$ cat config.mk
export PLATFORM = sky130hd
export DESIGN_NAME = flash_lock_mgr
export DESIGN_NICKNAME = d
export VERILOG_FILES = /design/src/rtl/flm_pkg.sv /design/src/rtl/flm_cmd_capture.sv /design/src/rtl/flm_lock_bank.sv /design/src/rtl/flash_lock_mgr.sv
export SDC_FILE = /design/constraint.sdc
export NUM_CORES = 1
export LEC_CHECK = 0
export BUFFER_PORTS_ARGS = -buffer_cell sky130_fd_sc_hd__buf_2
export CAP_MARGIN = 20
export CORE_AREA = 3 3 59 61
export CTS_CLUSTER_SIZE = 40
export DETAILED_ROUTE_END_ITERATION = 7
export DIE_AREA = 0 0 62 64
export PLACE_DENSITY = 0.57
export SLEW_MARGIN = 20
export SYNTH_ARGS = -nofsm -noshare
export SYNTH_HDL_FRONTEND = slang
export SYNTH_SLANG_ARGS = --single-unit
$ cat constraint.sdc
create_clock -name clk -period 3.2 [get_ports clk]
set_input_delay 0 -clock clk [delete_from_list [all_inputs] [get_ports clk]]
set_output_delay 0 -clock clk [all_outputs]
set_load 0.02 [all_outputs]
$ cat src/rtl/flm_pkg.sv
// Package: shared command codes and decoded operation type for the
// flash block lock manager. Assumes an 8-bit command code field.
package flm_pkg;
    localparam int CODE_W = 8;
    localparam logic [CODE_W-1:0] CODE_LOCK   = 8'h4C;
    localparam logic [CODE_W-1:0] CODE_UNLOCK = 8'h55;
    localparam logic [CODE_W-1:0] CODE_LKDN   = 8'h44;

    typedef enum logic [1:0] {
        OP_NONE   = 2'd0,
        OP_LOCK   = 2'd1,
        OP_UNLOCK = 2'd2,
        OP_LKDN   = 2'd3
    } lock_op_e;
endpackage

$ cat src/rtl/flm_cmd_capture.sv
// Command capture: detects the rise of the active-low write strobe and
// decodes the code present in that cycle into a one-cycle operation.
// Assumes ce_n, cmd_blk and cmd_code are stable around the strobe rise.
module flm_cmd_capture #(
    parameter int IDX_W = 3
) (
    input  logic                      clk,
    input  logic                      rst_n,
    input  logic                      ce_n,
    input  logic                      we_n,
    input  logic [IDX_W-1:0]          cmd_blk,
    input  logic [flm_pkg::CODE_W-1:0] cmd_code,
    output flm_pkg::lock_op_e         op,
    output logic [IDX_W-1:0]          op_blk
);
    import flm_pkg::*;

    logic we_q;
    logic take;

    // Remember the strobe level of the previous cycle.
    always_ff @(posedge clk) begin
        if (!rst_n) we_q <= 1'b1;
        else        we_q <= we_n;
    end

    // A rise of the strobe with the chip selected is a command.
    assign take = !we_q && we_n && !ce_n;

    // Decode the captured code; unknown codes decode to no operation.
    always_comb begin
        op = OP_NONE;
        if (take) begin
            case (cmd_code)
                CODE_LOCK:   op = OP_LOCK;
                CODE_UNLOCK: op = OP_UNLOCK;
                CODE_LKDN:   op = OP_LKDN;
                default:     op = OP_NONE;
            endcase
        end
    end

    assign op_blk = cmd_blk;

    // a strobe rise yields one operation, never two in a row.
    a_r3_one_shot: assert property (@(posedge clk) disable iff (!rst_n)
        (op != OP_NONE) |=> (op == OP_NONE));
endmodule

$ cat src/rtl/flm_lock_bank.sv
// Lock bank: one locked bit and one lock-down mark per erase block.
// Assumes op is valid for a single cycle; power-down overrides all else.
module flm_lock_bank #(
    parameter int NBLK  = 8,
    parameter int IDX_W = 3
) (
    input  logic              clk,
    input  logic              rst_n,
    input  logic              pd_n,
    input  logic              wp_n,
    input  flm_pkg::lock_op_e op,
    input  logic [IDX_W-1:0]  op_blk,
    output logic [NBLK-1:0]   lk,
    output logic [NBLK-1:0]   mk
);
    import flm_pkg::*;

    for (genvar i = 0; i < NBLK; i++) begin : g_blk
        logic hit;
        logic lk_n;
        logic mk_n;

        assign hit = (op_blk == IDX_W'(i));

        // Next state of this block from the command and write-protect.
        always_comb begin
            lk_n = lk[i];
            mk_n = mk[i];
            if (hit) begin
                case (op)
                    OP_LOCK:   lk_n = 1'b1;
                    OP_UNLOCK: if (!(mk[i] && !wp_n)) lk_n = 1'b0;
                    OP_LKDN: begin
                        lk_n = 1'b1;
                        mk_n = 1'b1;
                    end
                    default: ;
                endcase
            end
            if (!wp_n && mk_n) lk_n = 1'b1;
        end

        // State register; reset and power-down lock all and clear marks.
        always_ff @(posedge clk) begin
            if (!rst_n || !pd_n) begin
                lk[i] <= 1'b1;
                mk[i] <= 1'b0;
            end else begin
                lk[i] <= lk_n;
                mk[i] <= mk_n;
            end
        end

        // a marked block under write-protect stays locked.
        a_r5_lkdn_holds: assert property (@(posedge clk) disable iff (!rst_n)
            (!wp_n && mk[i] && lk[i]) |=> lk[i]);
        // write-protect low re-locks a marked block.
        a_r7_reapply: assert property (@(posedge clk) disable iff (!rst_n)
            (!wp_n && mk[i]) |=> lk[i]);
        // only power-down removes a mark.
        a_r11_mark_sticky: assert property (@(posedge clk) disable iff (!rst_n)
            (mk[i] && pd_n) |=> mk[i]);
    end

    // power-down leaves every block locked and unmarked.
    a_r1_pd_force: assert property (@(posedge clk) disable iff (!rst_n)
        !pd_n |=> ((&lk) && (mk == '0)));
endmodule

$ cat src/rtl/flash_lock_mgr.sv
// Flash block lock manager top: captures lock commands, keeps per-block
// lock state and answers queries on one block at a time.
// Assumes all inputs are synchronous to clk.
module flash_lock_mgr #(
    parameter int NBLK  = 8,
    parameter int IDX_W = 3
) (
    input  logic             clk,
    input  logic             rst_n,
    input  logic             pd_n,
    input  logic             ce_n,
    input  logic             we_n,
    input  logic             oe_n,
    input  logic             wp_n,
    input  logic             vpp_low,
    input  logic [IDX_W-1:0] cmd_blk,
    input  logic [7:0]       cmd_code,
    input  logic [IDX_W-1:0] q_blk,
    output logic             q_locked,
    output logic             q_lkdn,
    output logic             pe_ok,
    output logic             out_drv
);
    import flm_pkg::*;

    lock_op_e         op;
    logic [IDX_W-1:0] op_blk;
    logic [NBLK-1:0]  lk;
    logic [NBLK-1:0]  mk;
    logic             in_rng;

    flm_cmd_capture #(.IDX_W(IDX_W)) u_cap (
        .clk(clk), .rst_n(rst_n), .ce_n(ce_n), .we_n(we_n),
        .cmd_blk(cmd_blk), .cmd_code(cmd_code), .op(op), .op_blk(op_blk)
    );

    flm_lock_bank #(.NBLK(NBLK), .IDX_W(IDX_W)) u_bank (
        .clk(clk), .rst_n(rst_n), .pd_n(pd_n), .wp_n(wp_n),
        .op(pd_n ? op : OP_NONE), .op_blk(op_blk), .lk(lk), .mk(mk)
    );

    // Select the queried block; an index past the array reads locked.
    assign in_rng = (32'(q_blk) < NBLK);
    always_comb begin
        q_locked = 1'b1;
        q_lkdn   = 1'b0;
        if (in_rng) begin
            q_locked = lk[q_blk];
            q_lkdn   = mk[q_blk];
        end
    end

    // Program/erase needs an unlocked block, a good supply, no power-down.
    assign pe_ok   = pd_n && !vpp_low && !q_locked;
    // Data outputs float in power-down or when not selected for reading.
    assign out_drv = pd_n && !ce_n && !oe_n;

    // supply lockout vetoes program/erase.
    a_r8_vpp_veto: assert property (@(posedge clk) disable iff (!rst_n)
        vpp_low |-> !pe_ok);
    // outputs float in power-down.
    a_r1_hiz: assert property (@(posedge clk) disable iff (!rst_n)
        !pd_n |-> !out_drv);
    // a locked block never permits program/erase.
    a_r9_locked_blocks: assert property (@(posedge clk) disable iff (!rst_n)
        q_locked |-> !pe_ok);
endmodule

==> impl_summary.txt <==
----------------------------------------------------
[Clock network]
  Inserted Clock Buffers ... 3
  Clock slew at the register clock pins of the worst setup and hold paths ... 0.11 ns
  Clock Path Buffers ... 2
  Total number of H-tree levels ... 1
  Insertion delay to the later sink of the worst-skew pair ... 0.29 ns
  Number of gates resized after CTS ... 0
  Setup Fix Bufs, Post-CTS ... 0
  Hold Buf Count CTS ... 2
  Clock tree from TritonCTS ... done
  Clock Sinks ... 17
  Cell at the root of the clock tree ... sky130_fd_sc_hd__clkbuf_4

[Power and ir drop]
  Max rail drop VDD ... 0.1404 mV
  Power Density ... 341.4 nW/um2
  Leakage power of the design ... 0.0004153 uW
  Power consumption ... 378.0 uW

[Floorplan]
  Chip width ... 62 um
  Overall die area ... 3968 um2
  Number of cell rows ... 20
  Initial core utilization ... 29.46%
  Core area ... 3028 um2
  Die H ... 64 um
  IO Pins ... 26

[Critical path]
  Setup slack of the worst register-to-register path ... 1.57 ns
  Worst-path cell with the longest stage delay ... sky130_fd_sc_hd__mux4_1
  Cell-by-cell trace of the critical path ... mux4_1, mux2_2, nor3b_1, buf_2
  Arrival time at the worst endpoint ... 1.82 ns
  Sort of element at the end of the critical path ... output port
  Critical Path RT ... 3.20 ns
  Delay of the slowest cell on the worst path ... 0.51 ns
  Startpoint class of the critical path ... flip-flop
  Kind of critical path ... flip-flop to output port
  CP max FO ... 2

[Synth]
  Post-synthesis simple-gate area fraction ... 22.72%
  Synthesized Nets ... 111
  Number of flops mapped to enable cells by yosys ... 0
  Most area-consuming cells after synthesis ... sky130_fd_sc_hd__dfxtp_1, sky130_fd_sc_hd__o21ai_2, sky130_fd_sc_hd__o211ai_1
  Count of synthesis-stage warnings from yosys ... 0
  Count of cell types in the netlist ... 27
  Post-Synth XOR/XNOR Area ... 0%
  Register area share after synthesis ... 38.15%
  Fraction of synthesized cell area taken by the top area cell type ... 38.15%
  Compound-Gate Fraction of Synth Area ... 23.56%
  Largest family of logic cells by synthesized area ... compound AO/OA/AOI/OAI gates
  Top cell type by total area after synthesis ... sky130_fd_sc_hd__dfxtp_1
  Synthesized area per cell ... 10.02 um2
  Async SR Flop Fraction ... 0%
  Mapped Area ... 892.1 um2
  Multiplexer area fraction after synthesis ... 13.46%
  Dominant register cell in the synthesized netlist ... sky130_fd_sc_hd__dfxtp_1
  Post-synthesis instance total ... 89
  Post-synthesis adder-cell area fraction ... 0%
  Total of flip-flops plus latches after synthesis ... 17

[STA]
  Final hold violation count ... 0
  Slew Viols, Final ... 0
  Max_slew headroom ... 70.11%
  Post-route setup TNS ... 0 ns
  Minimum clock period ... 1.818 ns
  Largest clock skew in the final design ... 0.0008827 ns
  Least-Margin Pin Slew ... 0.4483 ns
  Worst hold slack across all endpoints ... 0.06961 ns
  Max frequency ... 550.2 MHz
  Fraction of the cycle the final worst path needs ... 56.80%
  Total of endpoints with negative setup slack in the final report ... 0
  Post-route worst setup slack ... 1.382 ns
  Unrepaired setup endpoints after global routing ... false

[Global route]
  Grt total ovfl ... 0
  Met2 track demand over resource ... 20.98%
  Pin count of the biggest net entering global routing ... 12
  Total GRT Usage ... 12.38%
  Vias in the first global route ... 821
  Initial antenna violation count ... 0
  Global route hottest layer ... met2
  Fraction of met3 tracks used by global routing ... 3.030%
  First-pass GRT wire length ... 3615 um
  Global routing usage on met1 ... 14.51%

[Cells and area]
  Diodes inserted ... 0
  # nets final ... 141
  Synthesis-to-layout area growth ... 24.12%
  Proportion of layout cells with a drive suffix above 1 ... 38.14%
  Register area ... 340.3 um2
  Post-layout instance area ... 1107 um2
  Filler Cells Inserted ... 308
  Area of combinational cells with multiple inputs ... 533.0 um2

[Place]
  Placed inst area ... 1057 um2
  Placement-stage worst setup slack ... 1.590 ns
  Number of buffer cells added on primary ports ... 25
  GP Congestion ... 0.8805
  DPL Wire Length ... 1859 um

[Drt]
  Final antenna-violating net count ... 0
  Overall via count from detail_route ... 813
  Overall routed net length ... 2299 um
  Pre-Repair DR Iteration Count ... 4
  Routed wire per std cell ... 14.19 um
  Detailed router's first-iteration violation count ... 52
  Detailed-route DRC error count ... 0
  Via/cell ratio ... 5.019

[Outcome]
  Outcome ... finished clean

[Hold path]
  Worst min-delay path class ... input pin to flip-flop

[Flow run]
  Number of maximum-capacitance violations ... 0

----------------------------------------------------
==> cells by family (layout without fill, tap and decap cells) <==
| group | Yosys count | after routing |
|---|---|---|
| AND/OR/NAND/NOR | 31 | 31 |
| buffers and inverters | 3 | 32 |
| multiplexers | 6 | 6 |
| AO/OA/AOI/OAI | 32 | 32 |
| flip-flops | 17 | 17 |
==> placed cells by master, fill, tap and decap left out <==
cell	count
sky130_fd_sc_hd__nor3b_1	1
sky130_fd_sc_hd__dfxtp_1	17
sky130_fd_sc_hd__or3b_2	1
sky130_fd_sc_hd__and4bb_2	1
sky130_fd_sc_hd__nand2_1	11
sky130_fd_sc_hd__and2_1	1
sky130_fd_sc_hd__a21oi_1	8
sky130_fd_sc_hd__nand4_1	1
sky130_fd_sc_hd__nand3_1	1
sky130_fd_sc_hd__mux4_1	2
sky130_fd_sc_hd__o21ai_2	8
sky130_fd_sc_hd__dlygate4sd3_1	2
sky130_fd_sc_hd__and3b_1	1
sky130_fd_sc_hd__mux4_2	2
sky130_fd_sc_hd__o21ai_0	8
sky130_fd_sc_hd__o211ai_1	8
sky130_fd_sc_hd__buf_2	25
sky130_fd_sc_hd__nand4_4	1
sky130_fd_sc_hd__mux2_2	2
sky130_fd_sc_hd__nor2b_1	1
sky130_fd_sc_hd__nor3b_4	1
sky130_fd_sc_hd__inv_1	1
sky130_fd_sc_hd__nor2_1	3
sky130_fd_sc_hd__and2b_1	1
sky130_fd_sc_hd__clkbuf_4	3
sky130_fd_sc_hd__clkinvlp_4	1
sky130_fd_sc_hd__or3_1	2
sky130_fd_sc_hd__nand2b_1	1
sky130_fd_sc_hd__nand3b_1	3
==> flip-flops by register name (all words and copies together) (netlist names) <==
| register | cells |
|---|---|
| u_cap.we_q | 1 |
| u_bank.lk | 8 |
| u_bank.mk | 8 |
==> critical path, delay by kind of cell, from the launching register on <==
family	cells	cell delay, ns
muxes	2	0.81
DFF	1	0.34
buffers and inverters	1	0.20
and+or+nand+nor	1	0.18
==> final cells by class <==
type                       count  share of cell area (%)
multi-input combinational     69                   48.14
sequential                    17                   30.73
inverter                       1                  0.3390
timing repair buffer          27                   13.11
tap                           44                   4.972
clock inverter                 1                  0.6780
clock buffer                   3                   2.034
==> per-layer routing <==
| layer | up-vias | part of all wire (%) |
|---|---|---|
| li1 | 399 | - |
| met1 | 396 | 42 |
| met2 | 16 | 54 |
| met3 | 2 | 3.1 |
| met4 | 0 | 0.87 |
| met5 | - | 0 |
==> report_power, final <==
part	internal (uW)	switching (uW)	total (uW)
Sequential	212	0.511	213
Combinational	20.5	25.1	45.7
Clock	47.4	72.2	120
Total	280	97.9	378
==> stage by stage <==
stage / utilization, % / instances
finish: 36.57 / 162
CTS: 36.57 / 162
global placement: 34.92 / 156
floorplan: - / 89
detailed placement: 34.92 / 156
global route: 36.57 / 162
==> worst paths after layout <==
| path | start | end | cells after the start |
|---|---|---|---|
| setup / recovery | u_bank.lk[4] | pe_ok | 4 |
| hold / removal | cmd_blk[0] | u_bank.mk[1] | 3 |
| setup reg to reg | u_cap.we_q | u_bank.mk[2] | 4 |
| hold reg to reg | u_bank.mk[7] | u_bank.mk[7] | 2 |
==> synthesized netlist by cell type (all sizes together), types with 2 or more instances <==
library cell / instances
a21oi: 8
buf: 2
dfxtp: 17
mux2: 2
mux4: 4
nand2: 11
nand3b: 3
nand4: 2
nor2: 3
nor3b: 2
o211ai: 8
o21ai: 16
or3: 2
Note: power is estimated with default switching activity, not from simulation.
